File: src/rtl/vfmm_pkg.sv
package vfmm_pkg;

    localparam int LANE_W = 32;
    localparam int EXP_W  = 8;
    localparam int MAN_W  = 23;
    localparam int MAG_W  = LANE_W - 1;

    typedef logic [LANE_W-1:0] lane_t;

    typedef enum logic {
        OP_MIN = 1'b0,
        OP_MAX = 1'b1
    } op_e;

    typedef struct packed {
        op_e  op;
        logic scalar;
        logic nan_aware;
    } ctrl_t;

    function automatic logic f_is_nan(lane_t x);
        return (x[LANE_W-2 -: EXP_W] == {EXP_W{1'b1}}) && (x[MAN_W-1:0] != '0);
    endfunction

    function automatic logic f_is_zero(lane_t x);
        return x[MAG_W-1:0] == '0;
    endfunction

    // Strict ordered less-than on sign-magnitude encodings.
    function automatic logic f_ordered_lt(lane_t x, lane_t y);
        logic             sx;
        logic             sy;
        logic [MAG_W-1:0] mx;
        logic [MAG_W-1:0] my;
        sx = x[LANE_W-1];
        sy = y[LANE_W-1];
        mx = x[MAG_W-1:0];
        my = y[MAG_W-1:0];
        if (f_is_nan(x) || f_is_nan(y)) return 1'b0;
        if (f_is_zero(x) && f_is_zero(y)) return 1'b0;
        if (sx != sy) return sx;
        if (!sx) return mx < my;
        return mx > my;
    endfunction

endpackage

File: src/rtl/vfmm_lane.sv
module vfmm_lane
    import vfmm_pkg::*;
(
    input  ctrl_t ctrl,
    input  lane_t a,
    input  lane_t b,
    output lane_t r
);
    logic a_nan;
    logic b_nan;
    logic a_lt_b;
    logic b_lt_a;
    logic pick_a;

    always_comb begin
        a_nan  = f_is_nan(a);
        b_nan  = f_is_nan(b);
        a_lt_b = f_ordered_lt(a, b);
        b_lt_a = f_ordered_lt(b, a);
        pick_a = (ctrl.op == OP_MIN) ? a_lt_b : b_lt_a;
        if (ctrl.nan_aware) begin
            if (a_nan)      pick_a = 1'b0;
            else if (b_nan) pick_a = 1'b1;
        end
        r = pick_a ? a : b;
    end
endmodule

File: src/rtl/vfmm_lane_array.sv
module vfmm_lane_array
    import vfmm_pkg::*;
#(
    parameter int LANES = 4
) (
    input  ctrl_t                    ctrl,
    input  logic [LANES*LANE_W-1:0]  vec_a,
    input  logic [LANES*LANE_W-1:0]  vec_b,
    output logic [LANES*LANE_W-1:0]  vec_r
);
    for (genvar i = 0; i < LANES; i++) begin : g_lane
        lane_t lane_r;
        lane_t lane_a;
        lane_t lane_b;
        assign lane_a = vec_a[i*LANE_W +: LANE_W];
        assign lane_b = vec_b[i*LANE_W +: LANE_W];

        vfmm_lane u_lane (
            .ctrl (ctrl),
            .a    (lane_a),
            .b    (lane_b),
            .r    (lane_r)
        );

        if (i == 0) begin : g_base
            assign vec_r[i*LANE_W +: LANE_W] = lane_r;
        end else begin : g_upper
            assign vec_r[i*LANE_W +: LANE_W] = ctrl.scalar ? lane_a : lane_r;
        end
    end
endmodule

File: src/rtl/vfmm_out_stage.sv
module vfmm_out_stage #(
    parameter int W = 128
) (
    input  logic         clk,
    input  logic         rst,
    input  logic         in_valid,
    output logic         in_ready,
    input  logic [W-1:0] in_data,
    output logic         out_valid,
    input  logic         out_ready,
    output logic [W-1:0] out_data
);
    logic accept;

    assign in_ready = !out_valid || out_ready;
    assign accept   = in_valid && in_ready;

    always_ff @(posedge clk) begin
        if (rst) begin
            out_valid <= 1'b0;
            out_data  <= '0;
        end else if (accept) begin
            out_valid <= 1'b1;
            out_data  <= in_data;
        end else if (out_ready) begin
            out_valid <= 1'b0;
        end
    end
endmodule

File: src/rtl/vfmm_top.sv
module vfmm_top
    import vfmm_pkg::*;
#(
    parameter int LANES = 4,
    localparam int VEC_W = LANES * LANE_W
) (
    input  logic             clk,
    input  logic             rst,
    input  logic             in_valid,
    output logic             in_ready,
    input  logic             in_op,
    input  logic             in_scalar,
    input  logic             in_nan_aware,
    input  logic [VEC_W-1:0] in_a,
    input  logic [VEC_W-1:0] in_b,
    output logic             out_valid,
    input  logic             out_ready,
    output logic [VEC_W-1:0] out_data
);
    ctrl_t            ctrl;
    logic [VEC_W-1:0] result;

    always_comb begin
        ctrl.op        = op_e'(in_op);
        ctrl.scalar    = in_scalar;
        ctrl.nan_aware = in_nan_aware;
    end

    vfmm_lane_array #(.LANES(LANES)) u_lanes (
        .ctrl  (ctrl),
        .vec_a (in_a),
        .vec_b (in_b),
        .vec_r (result)
    );

    vfmm_out_stage #(.W(VEC_W)) u_out (
        .clk       (clk),
        .rst       (rst),
        .in_valid  (in_valid),
        .in_ready  (in_ready),
        .in_data   (result),
        .out_valid (out_valid),
        .out_ready (out_ready),
        .out_data  (out_data)
    );
endmodule

File: config.mk
export PLATFORM = sky130hd
export DESIGN_NAME = vfmm_top
export DESIGN_NICKNAME = d
export VERILOG_FILES = /design/src/rtl/vfmm_pkg.sv /design/src/rtl/vfmm_lane.sv /design/src/rtl/vfmm_lane_array.sv /design/src/rtl/vfmm_out_stage.sv /design/src/rtl/vfmm_top.sv
export SDC_FILE = /design/constraint.sdc
export NUM_CORES = 1
export LEC_CHECK = 0
export BUFFER_PORTS_ARGS = -buffer_cell sky130_fd_sc_hd__buf_2
export CORE_MARGIN = 1.5
export CORE_UTILIZATION = 45
export DETAILED_ROUTE_END_ITERATION = 8
export PLACE_DENSITY = 0.78
export SYNTH_ARGS = -nofsm -noshare
export SYNTH_HDL_FRONTEND = slang
export SYNTH_SLANG_ARGS = --single-unit
export TNS_END_PERCENT = 10
File: constraint.sdc
create_clock -name clk -period 3.1 [get_ports clk]
set_input_delay 0.62 -clock clk [delete_from_list [all_inputs] [get_ports clk]]
set_output_delay 0.62 -clock clk [all_outputs]
set_load 0.01 [all_outputs]
* After elaboration in Yosys (flattened, before gate mapping) *
Index checks and enable logic that the tools add are counted.

word-level totals
  flip-flop bits (word level) = 129
  logic and storage cells = 219
  output and inout port bits = 130
  input bits = 263

operators by class
  muxes and demuxes = 149
  eq/ne operators = 16
  reductions and logical operators = 36
  magnitude comparators = 16

operators with widths
  operator                                     count
  31-bit greater-than comparator               8
  31-bit logical NOT                           8
  31-bit < comparator                          8
  32-bit two-way mux                           7
  23-bit nonzero test                          8
  1-bit two-way mux                            142
  8-bit equality test (second input constant)  8
  1-bit logical AND                            13
  1-bit inequality test                        8
  1-bit logical OR                             5
  2-bit nonzero test                           1
  1-bit logical NOT                            1

* Longest topological paths before layout *
Gate-level depths: netlist of run 1.

  word-level depth = 20
  mapped depth = 13
  mapped depth without buffers = 11

* Modules after synthesis *
A second synthesis of run 1 with hierarchy kept.

unflattened totals
  cell total of the unflattened synthesis = 1439
  area, all modules = 13320.3 µm²

by module, submodules not included
  module           cells each  instances  area each (µm²)  sequential area each (µm²)
  vfmm_lane        186         4          1571.5           0.0
  vfmm_out_stage   588         1          5671.7           2582.5
  vfmm_lane_array  107         1          1362.6           0.0

* Worst setup path after synthesis of run 1 *
OpenSTA, ideal clock, no wires.

  path type = in2reg
  from = in in_b[29]
  to = reg u_out.out_data[10]
  setup time = 137 ps
  required time = 2963 ps
  arrival = 2790 ps
  setup slack = 172 ps
  stages on the path = 12
  buffers on the path = 1
  path through = inv_1 -> ha_1 -> a21oi_2 -> nand2_1 -> a221oi_2 -> o21ai_1 -> or2_4 -> a211o_1 -> o211ai_4 -> buf_12 -> mux2i_1 -> a211oi_1

on the way
  longest elaborated chain between the ends = 14
  elaborated cells between the ends (all ways) = 30
  classes of those cells = order compare: 4; eq/ne: 1; mux: 21; reduce/logical: 4

ends and longest elaborated chain
  item                                                                          line                  RTL
  from (decl)                                                                   vfmm_top.sv:15        input logic [VEC_W-1:0] in_b,
  parallel branches: the longest is 12 deep, another holds 31-bit < comparator  -
  1-bit two-way mux (*)                                                         vfmm_lane.sv:21       if (ctrl.nan_aware) begin
  32-bit two-way mux (*)                                                        vfmm_lane.sv:25       r = pick_a ? a : b;
  to (signal assigned)                                                          vfmm_out_stage.sv:24  out_data <= in_data;
  to (decl)                                                                     vfmm_out_stage.sv:11  output logic [W-1:0] out_data

Every way passes the cells marked *. The select of a mux whose other input is x is not followed.
A chain may end at the register's enable or synchronous reset.

* Worst setup path after layout of run 1 *
  from = in in_a[110]
  to = reg u_out.out_data[127]

on the way
  longest elaborated chain between the ends = 15
  elaborated cells between the ends (all ways) = 31
  classes of those cells = order compare: 4; mux: 22; reduce/logical: 5

ends and longest elaborated chain
  item                                                                          line                   RTL
  from (decl)                                                                   vfmm_top.sv:14         input logic [VEC_W-1:0] in_a,
  parallel branches: the longest is 12 deep, another holds 31-bit < comparator  -
  1-bit two-way mux (*)                                                         vfmm_lane.sv:21
  32-bit two-way mux (*)                                                        vfmm_lane.sv:25
  32-bit two-way mux (*)                                                        vfmm_lane_array.sv:28  assign vec_r[i*LANE_W +: LANE_W] = ctrl.scalar ? lane_a : lane_r;

Marks and branches as above.

==> metrics.csv, run 1 <==
metric;value;unit
synth_top_area_share;26.1;%
synth_ff_type;dfxtp_1;
grt_use_total;29.7;%
h-tree-depth;4;
power;0.00566;W
yosysTopAreaCell;dfxtp_1;
hold_viol_final;0;
clock_sinks;129;
wire_per_inst;17.5;um
cts-root-buf;clkbuf_16;
ant_nets;0;
ios;393;
timing.final.crit_share;96.2;%
worst-r2r-cell-count;5;
cp.arrival;3300;ps
crit_required;3410;ps
status;finished clean;
slew_violations;0;
critPathMaxStageDelay;370;ps
path_class;in -> reg;
routed_wirelength;35.1;mm
p_leak;7.05;nW
num_rows;54;
port_buffers;392;
cts_hold_buf;0;
cellPowerDensity;413;nW/um2
fin_crit;2980;ps
global_route.overflow_total;0;
slew_headroom;58.1;%
fin_worst_skew;9.74;ps
slowest_stage;a211oi_1;
cts_tree;done;
avgViaCountPerCell;5.64;
synthTopCellsByArea;dfxtp_1 26%, ha_1 16%, mux2i_1 9.5%;
syn_area_per_cell;8.09;um2
clockBufferDepth;2;
vias;11321;
yosys_warnings;0;
hpwl;28.2;mm
drt-initial-drc-count;504;
coreArea;21700;um2
async_flop_share;0;%
multiInputGateArea;6500;um2
layout-drive-gt1-share;34.1;%
synthTopCellsByCount;147 x nor2_1, 136 x inv_1, 129 x dfxtp_1;
seqCellArea;2580;um2
synthesis.area;9890;um2
synth.most_common_cell;nor2_1;
antenna_found_initial;2;
synth_fp_nets;1609;
initial_core_util;45.6;%
drv_cap;0;
seq_area_frac_synth;26.1;%
gp_congestion;0.954;
tightest_slew;628;ps
fp.dieW;151;um
clock_latency;420;ps
synthCells;1222;
grt_pass1_vias;10879;
ys_types;59;
hold_path.class;in -> reg;
dieHeight;151;um
path_clk_slew;60;ps
grt_start_max_net_pins;82;
grt_pass1_wl;53.6;mm
reg2reg_to;u_out.out_data[127];
synth_seq_cells;129;
ir_worst_vdd;0.000317;V
crit_end;u_out.out_data[127];
reg2reg_setup_slack;1340;ps
drc;0;
crit_path_start;in_a[110];
nNetsFinal;2103;
syn2layout_area_growth;38.6;%
crit_chain;buf_2 -> inv_1 -> ha_1 -> nand4_1 -> nor3_1 -> buf_4 -> o31ai_1 -> a211oi_1 -> o21ai_1 -> a221oi_4 -> buf_6 -> o21ai_0 -> a311oi_1;
start_kind;primary input;
nFillCells;1909;
fin_hold_ws;468;ps
dieArea;22900;um2
max_clock_freq;335;MHz
synth_edf_count;0;
finalSetupViolations;0;
numCtsBuffers;17;
r2r_start;u_out.out_valid;
cp_max_fo;16;
drtPass1Iterations;4;
end_kind;flop;
## critical path: cells and delay by family
kind            cells  cell delay [ps]
compound gates      6             1360
fa+ha+maj           1              290
buf+inv             4              530
simple gates        2              480
## power breakdown
part           total (W)  leakage, nW  switching, W  internal (W)
combinational    0.00177         5.71      0.000968      0.000806
sequential       0.00188         1.07     0.0000744       0.00181
clock            0.00200        0.275      0.000785       0.00122
## timing repair
item	4_1_cts	5_1_grt
buffers inserted	0	0
gates resized for setup	0	4
endpoints found under the setup margin	0	35
endpoints found under the hold margin	0	0
## sequential cells by signal, summed over array words and instances, names as in the netlist
name	cells
u_out.out_valid	1
u_out.out_data	128
## per-stage QoR
step	util (%)	std cells	setup WS, ps	cell area, um2	TNS (ps)
2_1_floorplan	-	1222	172	9890	0
3_3_place_gp	60.4	1977	-108	13100	-3690
3_5_place_dp	60.4	1977	-208	13100	-12090
4_1_cts	63.1	2008	150	13700	0
5_1_grt	63.2	2009	-6.42	13700	-6.42
6_report	63.2	2009	118	13700	0
## per-layer routing
metal,up-vias,GRT usage [%],share of wire (%)
li1,5555,-,-
met1,5220,33.3,39
met2,460,53.6,50
met3,84,7.02,7.8
met4,2,11.6,3.0
met5,-,0,0.037
## cell families after synthesis
family | after synthesis | synth area share [%]
simple gates | 376 | 18.8
compound gates | 292 | 20.8
mux | 95 | 9.63
xor+xnor | 5 | 0.443
buf+inv | 201 | 8.52
fa+ha+maj | 124 | 15.7
flops | 129 | 26.1
## worst min-delay path by stage
stage / cells past startpoint / from / to / slack [ps]
floorplan: 2 / u_out.out_data[100] / u_out.out_data[100] / 520
global placement: 2 / u_out.out_data[31] / u_out.out_data[31] / 480
detailed placement: 2 / u_out.out_data[92] / u_out.out_data[92] / 490
CTS: 3 / in_valid / u_out.out_valid / 450
global route: 3 / in_valid / u_out.out_valid / 470
finish: 3 / in_valid / u_out.out_valid / 470
## layout make-up
cell class,count,share of cell area [%]
Antenna cell,1,0.0183
Sequential cell,129,18.8
Clock inverter,10,0.812
Timing Repair Buffer,540,23.3
Tap cell,280,2.56
Clock buffer,21,3.36
Multi-Input combinational cell,892,47.4
Inverter,136,3.72
## cells in the final DEF (no fill, tap or decap), types with 4 or more instances in the layout
cell / n
nand2b_1: 4
buf_2: 391
o21ai_0: 45
nor4_1: 61
and4_1: 5
a21o_1: 19
inv_1: 136
ha_1: 124
a21oi_1: 42
a311oi_1: 34
nor2b_1: 6
buf_12: 9
o21ai_1: 11
clkbuf_16: 17
nand4_1: 50
clkinv_2: 4
mux2i_1: 94
a211oi_1: 102
buf_4: 139
nor2_1: 147
or3_1: 4
nor3_1: 13
nand3_1: 42
dfxtp_1: 129
nand2_1: 34
(Power assumes the default switching activity.)
==> inputs of run 2 (changes only) <==
==> constraint.sdc (replaced) <==
create_clock -name clk -period 3.1 [get_ports clk]
set_input_delay 0.465 -clock clk [delete_from_list [all_inputs] [get_ports clk]]
set_output_delay 0.465 -clock clk [all_outputs]
set_load 0.01 [all_outputs]
==> metrics.csv, run 2 (synthesis gave the netlist of run 1 again) <==
metric;value;unit;change
dieArea;22900;um2;unchanged
dp_slack;-92.6;ps;+116 ps
max_clock_freq;360;MHz;+7.3%
post_cts_buffers;0;;unchanged
num_rows;54;;unchanged
start_kind;primary input;;
drtPass1Iterations;5;;+1
grt_start_max_net_pins;86;;+4.9%
switching_share;32.1;%;-0.16 points
grt_setup_unrepaired;false;;
dr_wl_met2;15.9;mm;-9.5%
global_route.overflow_total;0;;unchanged
status;finished clean;;
wire_per_inst;17.4;um;-0.27%
slowest_stage;ha_1;;
r2r_start;u_out.out_valid;;
clockBufferDepth;2;;unchanged
crit_chain;buf_2 -> inv_1 -> ha_1 -> nand4_1 -> nor4_1 -> buf_4 -> nor3b_2 -> a21boi_0 -> a211oi_2 -> nand2b_1 -> a31o_2 -> buf_12 -> mux2i_1 -> a211oi_1;;
end_kind;flop;;
critPathMaxStageDelay;310;ps;-60 ps
h-tree-depth;4;;unchanged
drt-initial-drc-count;493;;-2.2%
timing.final.crit_share;89.6;%;-6.6 points
crit_required;3410;ps;about the same
cts_tree;done;;
hold_viol_final;0;;unchanged
worst-r2r-cell-count;5;;unchanged
hpwl;26.6;mm;-5.9%
final_common_cell;buf_2;;
path_clk_slew;60;ps;about the same
top_regs;u_out.out_data x128, u_out.out_valid x1;;
fin_crit;2780;ps;-203 ps
maxUsedRoutingLayer;met5;;
grt_pass1_wl;50.2;mm;-6.3%
hold_path.class;in -> reg;;
largest_register;u_out.out_data;;
antenna_found_initial;1;;-1
dieHeight;151;um;unchanged
fp.dieW;151;um;unchanged
path_class;in -> reg;;
routed_wirelength;33.2;mm;-5.3%
grt_use_total;27.8;%;-1.8 points
port_buffers;392;;unchanged
crit_path_start;in_b[62];;
nNetsFinal;2000;;-4.9%
clockPowerShare;36.5;%;+1.1 points
slew_violations;0;;unchanged
wl_met1;13.3;mm;-3.3%
vias;10951;;-3.3%
nFillCells;1992;;+4.3%
cp.arrival;3090;ps;-210 ps
drc;0;;unchanged
coreArea;21700;um2;unchanged
seqPwrFrac;33.9;%;+0.6 points
cts_hold_buf;0;;unchanged
ir_worst_vdd;0.000298;V;-6.1%
reg2reg_setup_slack;1400;ps;+60 ps
clock_sinks;129;;unchanged
tightest_slew;537;ps;-91.2 ps
wl_met3;2.75;mm;+0.44%
p_leak;6.55;nW;-7.2%
reg2reg_to;u_out.out_data[71];;
finalSetupViolations;0;;unchanged
final_area;12900;um2;-5.9%
ctsResizeCount;0;;unchanged
ant_nets;0;;unchanged
cp_max_fo;31;;+15
ios;393;;unchanged
cellPowerDensity;430;nW/um2;+4.1%
final_cell_mix;391 x buf_2, 147 x nor2_1, 136 x inv_1, 129 x dfxtp_1, 124 x ha_1;;
syn2layout_area_growth;30.5;%;
dpl_cell_area;12300;um2;-6.1%
cts-root-buf;clkbuf_16;;
clock_latency;420;ps;about the same
layout-drive-gt1-share;29.9;%;-4.3 points
initial_core_util;45.6;%;unchanged
fin_worst_skew;10.4;ps;+0.632 ps
crit_end;u_out.out_data[32];;
p_sw;0.00178;W;-2.5%
finalSetupTns;0;ps;unchanged
postLayoutSetupSlackWorst;322;ps;+203 ps
numCtsBuffers;17;;unchanged
drv_cap;0;;unchanged
power.internal;0.00376;W;-1.8%
combPwrFrac;29.6;%;-1.8 points
avgViaCountPerCell;5.74;;+1.9%
grt_pass1_vias;10132;;-6.9%
slew_headroom;63.9;%;+5.7 points
gp_congestion;0.933;;-2.2%
largest_reg_flops;128;;unchanged
[run 2: changes by cell type in the layout (fill, tap and decap cells not counted)]
cell	change
a221oi_2	+1
a221oi_4	-1
buf_12	-2
buf_4	-100
buf_6	-1
clkbuf_1	+1
clkbuf_8	+1
clkinv_2	-1
nor4_1	+1
nor4_2	-1
o21ai_0	+1
o21ai_1	-1
[run 2: per-stage QoR]
step / hold slack, ps / util (%) / power [W] / instances
global placement: 483 / 56.8 / 0.00351 / 1874
global route: 323 / 59.5 / 0.00584 / 1906
floorplan: 518 / - / 0.00286 / 1222
detailed placement: 488 / 56.8 / 0.00354 / 1874
finish: 317 / 59.5 / 0.00555 / 1907
CTS: 288 / 59.5 / 0.00558 / 1906
[run 2: routing by layer]
| metal | GRT usage (%) | vias to the layer above |
|---|---|---|
| met3 | 6.90 | 88 |
| met4 | 13.3 | 2 |
| li1 | - | 5348 |
| met5 | 0 | - |
| met1 | 32.3 | 5004 |
| met2 | 47.6 | 509 |
[run 2: final cells by class]
cell class	count	area, um2	area share [%]
timing repair buffer	437	2390	18.5
clock inverter	9	106	0.825
tap	280	350	2.72
sequential	129	2580	20.0
antenna	1	2.50	0.0194
inverter	136	510	3.96
clock buffer	23	478	3.71
multi-input combinational	892	6480	50.2
[run 2: how the worst min path moves through the flow]
stage                                    from                   to  cells after the start
after floorplan           u_out.out_data[100]  u_out.out_data[100]                      2
after global placement     u_out.out_data[27]   u_out.out_data[27]                      2
final                                in_valid      u_out.out_valid                      3
after global routing                 in_valid      u_out.out_valid                      3
after CTS                            in_valid      u_out.out_valid                      3
after detailed placement    u_out.out_data[8]    u_out.out_data[8]                      2
[run 2: power by group through the flow]
| stage | clock network (W) | logic, W | registers [W] |
|---|---|---|---|
| finish | 0.00202 | 0.00164 | 0.00188 |
| global route | 0.00213 | 0.00181 | 0.00190 |
| CTS | 0.00206 | 0.00163 | 0.00188 |
| detailed placement | 0 | 0.00163 | 0.00192 |
| global placement | 0 | 0.00159 | 0.00192 |
| floorplan | 0 | 0.000875 | 0.00198 |
[run 2: worst max-delay path, delay by kind of cell]
kind | cells | cell delay (ps)
multiplexers | 1 | 140
adder cells (fa/ha/maj) | 1 | 310
AO/OA/AOI/OAI | 4 | 890
buffers and inverters | 4 | 470
AND/OR/NAND/NOR | 4 | 790
